`config.mk`:
```
export PLATFORM = sky130hd
export DESIGN_NAME = nand_strobe_decoder
export DESIGN_NICKNAME = d
export VERILOG_FILES = /design/src/rtl/nand_dec_pkg.sv /design/src/rtl/nand_chip_ctrl.sv /design/src/rtl/nand_rb_sync.sv /design/src/rtl/nand_cycle_engine.sv /design/src/rtl/nand_strobe_decoder.sv
export SDC_FILE = /design/constraint.sdc
export NUM_CORES = 1
export LEC_CHECK = 0
export BUFFER_PORTS_ARGS = -buffer_cell sky130_fd_sc_hd__buf_2
export CORE_AREA = 2 2 64 79
export DETAILED_ROUTE_END_ITERATION = 16
export DIE_AREA = 0 0 66 81
export PLACE_DENSITY = 0.75
export SYNTH_ARGS = -nofsm -noshare
export SYNTH_HDL_FRONTEND = slang
export SYNTH_SLANG_ARGS = --single-unit
```
`constraint.sdc`:
```
create_clock -name clk -period 2.93 [get_ports clk]
set_input_delay 0.1465 -clock clk [delete_from_list [all_inputs] [get_ports clk]]
set_output_delay 0.1465 -clock clk [all_outputs]
set_load 0.01 [all_outputs]
```
`src/rtl/nand_dec_pkg.sv`:
```
package nand_dec_pkg;

    localparam int HADDR_W  = 17;
    localparam int DQ_W     = 8;
    localparam int ALE_BIT  = 16;
    localparam int CLE_BIT  = 15;
    localparam logic [HADDR_W-1:0] CTRL_OFS = 17'h00050;
    localparam logic [HADDR_W-1:0] STAT_OFS = 17'h00054;

    typedef enum logic [1:0] {
        CYC_DATA = 2'd0,
        CYC_CMD  = 2'd1,
        CYC_ADDR = 2'd2
    } cyc_kind_e;

    typedef enum logic [1:0] {
        ST_IDLE   = 2'd0,
        ST_STROBE = 2'd1,
        ST_HOLD   = 2'd2
    } eng_state_e;

    typedef struct packed {
        cyc_kind_e kind;
        logic      bad;
    } win_dec_t;

    typedef struct packed {
        logic            rd;
        cyc_kind_e       kind;
        logic [DQ_W-1:0] data;
    } nand_op_t;

    function automatic win_dec_t decode_window(input logic [HADDR_W-1:0] a);
        win_dec_t d;
        d.bad  = a[ALE_BIT] & a[CLE_BIT];
        if (a[ALE_BIT] && !a[CLE_BIT])
            d.kind = CYC_ADDR;
        else if (a[CLE_BIT] && !a[ALE_BIT])
            d.kind = CYC_CMD;
        else
            d.kind = CYC_DATA;
        return d;
    endfunction

endpackage

```
`src/rtl/nand_chip_ctrl.sv`:
```
module nand_chip_ctrl #(
    parameter int CHIPS = 4
) (
    input  logic               clk,
    input  logic               rst,
    input  logic               wr_en,
    input  logic [2*CHIPS-1:0] wr_data,
    output logic [2*CHIPS-1:0] ctrl_q,
    output logic [CHIPS-1:0]   ce_n
);
    always_ff @(posedge clk) begin
        if (rst)
            ctrl_q <= '0;
        else if (wr_en)
            ctrl_q <= wr_data;
    end

    // Bit pair per chip: even bit = enable, odd bit = select assert
    for (genvar n = 0; n < CHIPS; n++) begin : g_chip
        assign ce_n[n] = ~(ctrl_q[2*n] & ctrl_q[2*n+1]);
    end
endmodule

```
`src/rtl/nand_rb_sync.sv`:
```
module nand_rb_sync #(
    parameter int STAGES = 2
) (
    input  logic clk,
    input  logic rst,
    input  logic rb_in,
    output logic rb_q
);
    logic [STAGES-1:0] sh;

    always_ff @(posedge clk) begin
        if (rst)
            sh <= '0;
        else
            sh <= {sh[STAGES-2:0], rb_in};
    end

    assign rb_q = sh[STAGES-1];
endmodule

```
`src/rtl/nand_cycle_engine.sv`:
```
module nand_cycle_engine
    import nand_dec_pkg::*;
#(
    parameter int PULSE_CLKS = 3
) (
    input  logic            clk,
    input  logic            rst,
    input  logic            start,
    input  nand_op_t        op,
    output logic            busy,
    output logic            fin,
    output logic            fin_rd,
    output logic [DQ_W-1:0] cap_data,
    output logic            we_n,
    output logic            re_n,
    output logic            cle,
    output logic            ale,
    output logic [DQ_W-1:0] dq_out,
    output logic            dq_oe,
    input  logic [DQ_W-1:0] dq_in
);
    localparam int CNT_W = (PULSE_CLKS < 2) ? 1 : $clog2(PULSE_CLKS);

    eng_state_e       state;
    nand_op_t         op_q;
    logic [CNT_W-1:0] cnt;

    always_ff @(posedge clk) begin
        if (rst) begin
            state    <= ST_IDLE;
            op_q     <= '0;
            cnt      <= '0;
            fin      <= 1'b0;
            fin_rd   <= 1'b0;
            cap_data <= '0;
        end else begin
            fin    <= 1'b0;
            fin_rd <= 1'b0;
            case (state)
                ST_IDLE: begin
                    if (start) begin
                        op_q  <= op;
                        cnt   <= CNT_W'(PULSE_CLKS - 1);
                        state <= ST_STROBE;
                    end
                end
                ST_STROBE: begin
                    if (cnt == '0) begin
                        state <= ST_HOLD;
                        if (op_q.rd)
                            cap_data <= dq_in;
                    end else begin
                        cnt <= cnt - 1'b1;
                    end
                end
                ST_HOLD: begin
                    state  <= ST_IDLE;
                    fin    <= 1'b1;
                    fin_rd <= op_q.rd;
                end
                default: state <= ST_IDLE;
            endcase
        end
    end

    logic active_wr;
    assign busy      = (state != ST_IDLE);
    assign active_wr = busy && !op_q.rd;
    assign we_n      = ~((state == ST_STROBE) && !op_q.rd);
    assign re_n      = ~((state == ST_STROBE) &&  op_q.rd);
    assign cle       = active_wr && (op_q.kind == CYC_CMD);
    assign ale       = active_wr && (op_q.kind == CYC_ADDR);
    assign dq_oe     = active_wr;
    assign dq_out    = op_q.data;
endmodule

```
`src/rtl/nand_strobe_decoder.sv`:
```
module nand_strobe_decoder
    import nand_dec_pkg::*;
#(
    parameter int CHIPS       = 4,
    parameter int PULSE_CLKS  = 3,
    parameter int SYNC_STAGES = 2
) (
    input  logic               clk,
    input  logic               rst,
    input  logic               h_req,
    input  logic               h_wr,
    input  logic               h_bank,
    input  logic [16:0]        h_addr,
    input  logic [7:0]         h_wdata,
    output logic [7:0]         h_rdata,
    output logic               h_done,
    output logic               h_err,
    output logic               h_busy,
    output logic [CHIPS-1:0]   nand_ce_n,
    output logic               nand_cle,
    output logic               nand_ale,
    output logic               nand_we_n,
    output logic               nand_re_n,
    output logic [7:0]         nand_dq_out,
    output logic               nand_dq_oe,
    input  logic [7:0]         nand_dq_in,
    input  logic               nand_rb
);
    localparam int CTRL_W = 2 * CHIPS;

    logic [CTRL_W-1:0] ctrl_q;
    logic              rb_s;
    logic              eng_busy, eng_fin, eng_fin_rd;
    logic [DQ_W-1:0]   eng_cap;
    logic              accept, start, ctrl_wr, bad_wr;
    win_dec_t          dec;
    nand_op_t          op;
    logic [DQ_W-1:0]   reg_rd;
    logic [DQ_W-1:0]   rdata_q;
    logic              done_q, err_q;

    assign accept  = h_req && !eng_busy;
    assign dec     = decode_window(h_addr);
    assign bad_wr  = h_wr && dec.bad;
    assign start   = accept && h_bank && !bad_wr;
    assign ctrl_wr = accept && !h_bank && h_wr && (h_addr == CTRL_OFS);

    always_comb begin
        op.rd   = !h_wr;
        op.kind = h_wr ? dec.kind : CYC_DATA;
        op.data = h_wdata;
    end

    always_comb begin
        if (h_addr == CTRL_OFS)
            reg_rd = DQ_W'(ctrl_q);
        else if (h_addr == STAT_OFS)
            reg_rd = DQ_W'(rb_s);
        else
            reg_rd = '0;
    end

    always_ff @(posedge clk) begin
        if (rst) begin
            done_q  <= 1'b0;
            err_q   <= 1'b0;
            rdata_q <= '0;
        end else begin
            done_q <= 1'b0;
            err_q  <= 1'b0;
            if (accept && !h_bank) begin
                done_q <= 1'b1;
                if (!h_wr)
                    rdata_q <= reg_rd;
            end else if (accept && h_bank && bad_wr) begin
                done_q <= 1'b1;
                err_q  <= 1'b1;
            end
            if (eng_fin) begin
                done_q <= 1'b1;
                if (eng_fin_rd)
                    rdata_q <= eng_cap;
            end
        end
    end

    nand_chip_ctrl #(.CHIPS(CHIPS)) u_ctrl (
        .clk     (clk),
        .rst     (rst),
        .wr_en   (ctrl_wr),
        .wr_data (h_wdata[CTRL_W-1:0]),
        .ctrl_q  (ctrl_q),
        .ce_n    (nand_ce_n)
    );

    nand_rb_sync #(.STAGES(SYNC_STAGES)) u_rb (
        .clk   (clk),
        .rst   (rst),
        .rb_in (nand_rb),
        .rb_q  (rb_s)
    );

    nand_cycle_engine #(.PULSE_CLKS(PULSE_CLKS)) u_eng (
        .clk      (clk),
        .rst      (rst),
        .start    (start),
        .op       (op),
        .busy     (eng_busy),
        .fin      (eng_fin),
        .fin_rd   (eng_fin_rd),
        .cap_data (eng_cap),
        .we_n     (nand_we_n),
        .re_n     (nand_re_n),
        .cle      (nand_cle),
        .ale      (nand_ale),
        .dq_out   (nand_dq_out),
        .dq_oe    (nand_dq_oe),
        .dq_in    (nand_dq_in)
    );

    assign h_rdata = rdata_q;
    assign h_done  = done_q;
    assign h_err   = err_q;
    assign h_busy  = eng_busy;
endmodule

```
==> flow_summary.toml, run 1 <==
[status]
outcome = "completed"

[grt]
grt_pass1_wl_um = 6970
grt_pass1_vias = 1506
grt_max_degree = 53
antenna_found_initial = 0
overflow = 0
grt_usage = 0.171

[timing]
fin_crit_ns = 1.85
hold_viol = 0
setup_viol = 0
holdWs_ns = 0.0505
fin_crit_sh = 0.633
skew_ns = 0.00780
rsz0062_at_grt = "no"
setup_slack_ns = 1.08
relSlewSlack = 0.454
max_clock_freq_mhz = 539
fin_setup_tns_ns = 0
tightestPinTransition_ns = 0.819
slew_viol_final = 0

[routing]
drtIter0Drc = 93
drtPass1Iterations = 5
vias = 1762
routed_via_density = 5.06
wl_per_cell_um = 12.7
totalWireLength_um = 4430
drc_errors = 0
antenna_left = 0

[power]
p_per_area_nw_per_um2 = 488
p_leak_nw = 0.979
fin_total_pwr_mw = 1.17
ir_drop_mv = 0.395

[placement]
io_buffers = 66
dpl_cell_area_um2 = 2290
dp_slack_ns = 0.884
place_congestion = 0.809
place_inst = 340
dp_hpwl_um = 3220

[setup_path]
crit_path_max_fanout = 8
arrival_ns = 2.08
criticalPathCategory = "reg -> reg"
required_ns = 3.16
cp-start-kind = "flip-flop"
end_kind = "flip-flop"

[layout]
stdcell_count = 348
fin_nets = 327
final_area_um2 = 2390
antenna_cells = 0
final_util = 0.509
drive_gt1_frac = 0.271
area_growth_pct = 19.5

[yosys]
synth_common_cells = "dfxtp_1 (45), nand2_1 (41), a21oi_1 (28)"
yosysMostFrequentCell = "dfxtp_1"
yosysWarnings = 0
syn-mean-instance-area_um2 = 8.51
synth_edf_count = 0
synth_cells = 235
yosysUniqueCellTypes = 32
synth.net_count = 275
synth_seq_cells = 45
ys_seq_area_frac = 0.451
synthesis.area_um2 = 2000
synth_top_cell_area_share = 0.451
yosys_most_used_dff = "dfxtp_1"
synth_area_leader_cell = "dfxtp_1"
synth_area_leaders = "dfxtp_1 (45%), nand2_1 (7.7%), a21oi_1 (7.0%)"
synthArstFlopShare = 0

[floorplan]
core_area_um2 = 4690
io_pins = 67
start_util = 0.426
die_area_um2 = 5350
die_w_um = 66
rows = 28
dieHeight_um = 81

[clocking]
hold_buffers = 0
cts_tree = "done"
insertion_delay_ns = 0.30
ctsResizeCount = 0
cts_root_buffer = "clkbuf_8"
post_cts_buffers = 0
clk_path_buf_depth = 2
clk_pin_slew_ns = 0.08
h-tree-depth = 2
numClockSinks = 45
cts_buffers = 5

[job]
drv_cap = 0

[worst_hold_path]
worstHoldPathType = "in -> reg"
[placed cells by master (no fill, tap or decap)]
cell	count
a211oi_1	9
buf_2	66
or4b_4	1
a21oi_1	28
nand2_1	41
nand2b_1	19
clkbuf_8	7
nor2b_1	5
nor4_1	1
or4_4	1
or2_1	1
and4bb_1	1
or4b_1	2
nor4_4	2
or4_1	1
nand4bb_1	1
and2_1	2
and3b_1	1
nand3_1	10
mux2i_1	9
and3_1	2
inv_1	3
clkinv_2	1
nor3_1	4
a221oi_1	1
nor3b_1	1
nor4b_1	4
nor2_1	17
dfxtp_1	45
ha_1	1
a31oi_1	1
[registers in the layout (all words and copies together), names as in the netlist, 2 cells and up]
signal and count:
h_rdata 8, u_ctrl.ctrl_q 8, u_eng.cap_data 8, u_eng.cnt 2, u_eng.dq_out 8, u_eng.op_q 3
u_eng.state 2, u_rb.sh 2
[worst max-delay path, cell delays in order (launching register included)]
cell and delay, ns:
dfxtp_1 0.35, or4b_4 0.59, and4bb_1 0.61, mux2i_1 0.24
[path summary, 6_finish.rpt]
| check | start | endpoint | slack, ns | depth (start not counted) |
|---|---|---|---|---|
| hold reg to reg | u_rb.sh[0] | u_rb.sh[1] | 0.45 | 1 |
| setup / recovery | u_eng.state[1] | u_ctrl.ctrl_q[4] | 1.08 | 3 |
| hold / removal | nand_rb | u_rb.sh[0] | 0.05 | 2 |
| setup reg to reg | u_eng.state[1] | u_ctrl.ctrl_q[4] | 1.08 | 3 |
[cells by family after synthesis]
kind of cell               count (synthesis)  share of synthesized area
AOI/OAI and AO/OA                         39                      0.111
adders and majority gates                  1                    0.00626
buffers and inverters                     24                     0.0638
DFF                                       45                      0.451
muxes                                      9                     0.0451
and+or+nand+nor                          117                      0.323
[where the power goes]
group	switching [mW]	internal, mW
Clock	0.210	0.213
Sequential	0.00892	0.625
Combinational	0.0602	0.0489
[routing by layer]
metal | wire length [µm] | global-route usage
met5 | 0 | 0
met4 | 72 | 0.0612
met3 | 287 | 0.0485
met2 | 2150 | 0.284
met1 | 1920 | 0.210
[area by class of cell]
type | count | area [µm²]
Fill cell | 476 | 2300
Multi-Input combinational cell | 166 | 971
Sequential cell | 45 | 901
Timing Repair Buffer | 66 | 330
Clock buffer | 7 | 96.3
Tap cell | 60 | 75.1
Inverter | 3 | 11.3
Clock inverter | 1 | 5.00
(Power assumes the default switching activity.)
==> run 2, diff against run 1 <==
--- a/config.mk
+++ b/config.mk
@@ -5,11 +5,12 @@
 export SDC_FILE = /design/constraint.sdc
 export NUM_CORES = 1
 export LEC_CHECK = 0
+export ABC_AREA = 1
 export BUFFER_PORTS_ARGS = -buffer_cell sky130_fd_sc_hd__buf_2
-export CORE_AREA = 2 2 64 79
+export CORE_AREA = 2 2 65 79
 export DETAILED_ROUTE_END_ITERATION = 16
-export DIE_AREA = 0 0 66 81
-export PLACE_DENSITY = 0.75
+export DIE_AREA = 0 0 67 81
+export PLACE_DENSITY = 0.74
 export SYNTH_ARGS = -nofsm -noshare
 export SYNTH_HDL_FRONTEND = slang
 export SYNTH_SLANG_ARGS = --single-unit
==> constraint.sdc (replaced) <==
create_clock -name clk -period 1.8 [get_ports clk]
set_input_delay 0.09 -clock clk [delete_from_list [all_inputs] [get_ports clk]]
set_output_delay 0.09 -clock clk [all_outputs]
set_load 0.01 [all_outputs]
==> run 2 against run 1 <==
Effect of this change:
- cell area increased by 3.2%
- hold slack got worse by 0.031 ns
- total power increased by 64%
- non-clock buffer count increased by 5
- sequential cell count unchanged
- sequential share of layout area decreased by 1.2 points
- clock-buffer cell count unchanged
- combinational power increased by 83%
- first-iteration DRC count decreased by 9.7%
- die area increased by 1.5%
- critical path depth increased by 4
==> flow_summary.toml, run 2 <==
[status]
outcome = "completed"

[grt]
grt_pass1_vias = 1747
overflow = 0
grt_pass1_wl_um = 7470
grt_max_degree = 20
met2_usage = 0.309
met3_usage = 0.0568
grt_usage = 0.186
top_usage_layer = "met2"
antenna_found_initial = 0
grt_util_met1 = 0.223

[setup_path]
end_kind = "flip-flop"
crit_family = "buffers and inverters"
rr_worst_depth = 5
criticalPathCategory = "in -> reg"
arrival_ns = 1.69
max_stage_delay_ns = 0.52
worst_path_max_delay_cell = "dlygate4sd3_1"
required_ns = 2.04
crit_path_max_fanout = 16
worstSetupPathDepth = 7
crit_chain = "dlygate4sd3_1 -> buf_2 -> inv_1 -> nand4_2 -> nor2_1 -> nand3_1 -> a21oi_1"
path_buf_inv = 3
cp-start-kind = "input port"

[yosys]
synth_cells = 284
synth_area_leader_cell = "dfxtp_1"
yosys_most_used_dff = "dfxtp_1"
synth.area.mux_share = 0
synth_fa_ha_area_frac = 0.00617
synth.net_count = 324
synthArstFlopShare = 0
yosysMostFrequentCell = "nor2_1"
yosysUniqueCellTypes = 23
synth_top_family_by_area = "simple AND/OR/NAND/NOR gates"
synth_seq_cells = 45
synthesis.area_um2 = 2030
yosysWarnings = 0
synth-xor-area-share = 0
synth_edf_count = 0
synth_compound_gate_area_share = 0.139
synth_common_cells = "nor2_1 (62), dfxtp_1 (45), inv_1 (39)"
syn-mean-instance-area_um2 = 7.14
synth_top_cell_area_share = 0.444
synth_area_leaders = "dfxtp_1 (44%), nor2_1 (11%), inv_1 (7.2%)"
ys_seq_area_frac = 0.444
synthSimpleGateAreaFrac = 0.282

[job]
drv_cap = 0

[routing]
wl_per_cell_um = 11.1
drtIter0Drc = 84
routed_via_density = 4.65
drc_errors = 0
antenna_left = 0
drtPass1Iterations = 4
totalWireLength_um = 4540
vias = 1892

[floorplan]
io_pins = 67
rows = 28
dieHeight_um = 81
start_util = 0.426
die_area_um2 = 5430
core_area_um2 = 4760
die_w_um = 67

[timing]
tightestPinTransition_ns = 0.407
slew_viol_final = 0
fin_crit_sh = 0.808
fin_crit_ns = 1.45
fin_setup_tns_ns = 0
rsz0062_at_grt = "no"
setup_viol = 0
relSlewSlack = 0.728
max_clock_freq_mhz = 688
hold_viol = 0
skew_ns = 0.00644
holdWs_ns = 0.0193

[clocking]
insertion_delay_ns = 0.31
clk_pin_slew_ns = 0.08
ctsResizeCount = 0
cts_buffers = 5
clk_path_buf_depth = 2
hold_buffers = 1
numClockSinks = 45
cts_tree = "done"
cts_root_buffer = "clkbuf_8"
h-tree-depth = 2
post_cts_buffers = 0

[placement]
place_congestion = 0.832
dp_hpwl_um = 3470
io_buffers = 66

[layout]
layout_common_cells = "buf_2 (66), nor2_1 (62), dfxtp_1 (45), inv_1 (39), nand2_1 (35)"
register_area_um2 = 901
multi_input_area_um2 = 866
fin_nets = 386
final_common_cell = "buf_2"
area_growth_pct = 21.6
drive_gt1_frac = 0.262
antenna_cells = 0
final_util = 0.518
fill_cells = 506

[worst_hold_path]
worstHoldPathType = "in -> reg"
min_path_cells = 3

[power]
p_per_area_nw_per_um2 = 778
p_leak_nw = 1.16
ir_drop_mv = 0.421
fin_total_pwr_mw = 1.92
==> run 2: changes by cell type after synthesis, moves of 9 or more <==
| cell | delta |
|---|---|
| o21ai_0 | +28 |
| nand2b_1 | -19 |
| mux2i_1 | -9 |
| inv_1 | +36 |
| clkbuf_1 | -9 |
| a211oi_1 | -9 |
| nor2_1 | +45 |
==> run 2: per-stage QoR <==
| step | area, µm² | instances | setup WS, ns |
|---|---|---|---|
| after global placement | 2340 | 397 | 0.439 |
| after CTS | 2460 | 406 | 0.400 |
| after floorplan | 2030 | 284 | 0.624 |
| after global routing | 2470 | 407 | 0.240 |
| final | 2470 | 407 | 0.346 |
| after detailed placement | 2340 | 397 | 0.424 |
==> run 2: worst reg2reg max path: cells and delay by family (launching register included) <==
| family | cells | cell delay, ns |
|---|---|---|
| simple gates | 4 | 0.84 |
| compound gates | 1 | 0.15 |
| flops | 1 | 0.36 |
==> run 2: metal layers <==
layer / routed length (µm) / vias to the layer above
met5: 0 / -
met4: 87 / 0
met3: 308 / 9
met2: 2250 / 56
met1: 1890 / 820
li1: - / 1007
==> run 2: cell families (layout without fill, tap and decap cells) <==
logic type / Yosys count / in the layout
flip-flops: 45 / 45
buffers and inverters: 56 / 119
AO/OA/AOI/OAI: 56 / 56
AND/OR/NAND/NOR: 126 / 126
adder cells (fa/ha/maj): 1 / 1
==> run 2: cell type report <==
type,count,share of cell area
repair buffers,71,0.151
clock buffers,7,0.0391
clock inverters,1,0.00203
flip-flops and latches,45,0.365
multi-input cells,183,0.351
well taps,60,0.0304
inverters,40,0.0609
==> run 2: report_power, final <==
| group | switching (mW) | internal (mW) |
|---|---|---|
| combinational | 0.117 | 0.0825 |
| sequential | 0.0139 | 1.02 |
| clock | 0.336 | 0.347 |
==> run 2: final timing paths <==
path                       start               to  slack, ns
setup / recovery            h_wr       h_rdata[3]       0.35
hold / removal        h_wdata[2]  u_eng.dq_out[2]       0.02
setup reg to reg  u_eng.state[0]       h_rdata[3]       0.39
hold reg to reg       u_rb.sh[0]       u_rb.sh[1]       0.41
==> run 3, diff against run 2 <==
--- a/config.mk
+++ b/config.mk
@@ -10,7 +10,7 @@
 export CORE_AREA = 2 2 65 79
 export DETAILED_ROUTE_END_ITERATION = 16
 export DIE_AREA = 0 0 67 81
-export PLACE_DENSITY = 0.74
+export PLACE_DENSITY = 0.77
 export SYNTH_ARGS = -nofsm -noshare
 export SYNTH_HDL_FRONTEND = slang
 export SYNTH_SLANG_ARGS = --single-unit
==> constraint.sdc (replaced) <==
create_clock -name clk -period 1.3 [get_ports clk]
set_input_delay 0.065 -clock clk [delete_from_list [all_inputs] [get_ports clk]]
set_output_delay 0.065 -clock clk [all_outputs]
set_load 0.01 [all_outputs]
==> run 3 against run 2 <==
Effect of this change:
- die area unchanged
- hold slack got worse by 0.012 ns
- cell area is 7.9% higher
- combinational power up 65%
- sequential power rose by 39%
- sequential share of layout area decreased by 2.5 points
- largest power group unchanged
==> flow_summary.toml, run 3 (same netlist as run 2, synthesis figures left out) <==
[layout]
register_area_um2 = 906
final_area_um2 = 2660
area_growth_pct = 31.2
fill_cells = 487
final_common_cell = "buf_2"
drive_gt1_frac = 0.336
multi_input_area_um2 = 953
fin_nets = 396
stdcell_count = 417
antenna_cells = 0
final_util = 0.558
layout_common_cells = "buf_2 (66), nor2_1 (54), dfxtp_1 (43), inv_1 (37), nand2_1 (30)"

[setup_path]
max_stage_delay_ns = 0.37
required_ns = 1.55
crit_chain = "nor2_4 -> nand3_2 -> nor2_4 -> buf_4 -> o21ai_0 -> nor2_1"
crit_family = "simple AND/OR/NAND/NOR gates"
worstReg2RegEnd = "u_eng.dq_out[3]"
r2r_start = "u_eng.state[0]"
rr_worst_depth = 6
arrival_ns = 1.54
regToRegSetupSlack_ns = 0.004
cp-start-kind = "flip-flop"
end_kind = "flip-flop"
criticalPathCategory = "reg -> reg"
crit_top_cell = "nor2_4"
path_buf_inv = 1
worst_path_max_delay_cell = "dfxtp_4"
crit_path_max_fanout = 5

[timing]
setup_slack_ns = 0.00405
skew_ns = 0.00361
slew_viol_final = 0
rsz0062_at_grt = "yes"
relSlewSlack = 0.816
holdWs_ns = 0.00708
fin_setup_tns_ns = 0
tightestPinTransition_ns = 0.275
max_clock_freq_mhz = 772
fin_crit_sh = 0.997
hold_viol = 0
setup_viol = 0
fin_crit_ns = 1.30

[floorplan]
die_area_um2 = 5430
start_util = 0.426
dieHeight_um = 81
rows = 28
die_w_um = 67
io_pins = 67
core_area_um2 = 4760

[routing]
routed_via_density = 4.69
drtIter0Drc = 108
antenna_left = 0
drc_errors = 0
drtPass1Iterations = 4
totalWireLength_um = 4800
vias = 1954
wl_per_cell_um = 11.5

[clocking]
cts_tree = "done"
cts_buffers = 5
numClockSinks = 45
clk_pin_slew_ns = 0.08
h-tree-depth = 2
cts_root_buffer = "clkbuf_8"
insertion_delay_ns = 0.30
clk_path_buf_depth = 2

[worst_hold_path]
min_from = "h_wdata[0]"
hold_path_end = "u_ctrl.ctrl_q[0]"
min_path_cells = 3
worstHoldPathType = "in -> reg"

[grt]
overflow = 0
antenna_found_initial = 0
grt_usage = 0.183
grt_pass1_vias = 1756
grt_pass1_wl_um = 7450
grt_max_degree = 21

[power]
fin_total_pwr_mw = 2.67
ir_drop_mv = 0.617
p_leak_nw = 1.21
p_per_area_nw_per_um2 = 1000

[placement]
dp_slack_ns = -0.0224
dpl_cell_area_um2 = 2400
dp_hpwl_um = 3560
place_congestion = 0.903
place_inst = 401
io_buffers = 66

[job]
drv_cap = 0

[status]
outcome = "completed"
==> run 3: worst max-delay path by stage <==
stage,end,from,depth (start not counted)
after floorplan,u_eng.cap_data[5],u_eng.state[0],6
after global placement,u_eng.cap_data[6],u_eng.cnt[0],5
after detailed placement,u_eng.cap_data[4],u_eng.state[0],5
after CTS,u_eng.cap_data[5],u_eng.cnt[0],5
after global routing,u_ctrl.ctrl_q[4],u_eng.state[0],7
final,u_eng.dq_out[3],u_eng.state[0],6
==> run 3: worst register-to-register path, stage by stage (launching register included) <==
cell and delay, ns:
dfxtp_4 0.37, nor2_4 0.17, nand3_2 0.13, nor2_4 0.22
buf_4 0.18, o21ai_0 0.09, nor2_1 0.08
==> run 3: layout make-up <==
type,instances,share of cell area
tap,60,0.0282
sequential,45,0.341
clock inverter,2,0.00517
clock buffer,6,0.0310
inverter,40,0.0574
multi-input combinational,184,0.358
timing repair buffer,80,0.179
==> run 3: power by group <==
group	switching, mW	leakage [nW]	internal [mW]
Sequential	0.0212	0.366	1.41
Combinational	0.184	0.793	0.146
Clock	0.475	0.0512	0.431
Total	0.681	1.21	1.99
==> run 3: metal layers <==
layer	global-route usage	part of all wire
met2	0.308	0.50
met3	0.0471	0.050
met4	0.0878	0.020
met1	0.213	0.43
met5	0	0
==> run 3: timing repair <==
| action | 4_1_cts | 5_1_grt |
|---|---|---|
| pin swaps | 0 | 5 |
| hold endpoints to repair | 6 | 0 |
| gates cloned | 0 | 2 |
| buffers inserted | 0 | 1 |
| hold buffers | 5 | 0 |
| gates resized for setup | 6 | 35 |
| endpoints found under the setup margin | 9 | 39 |
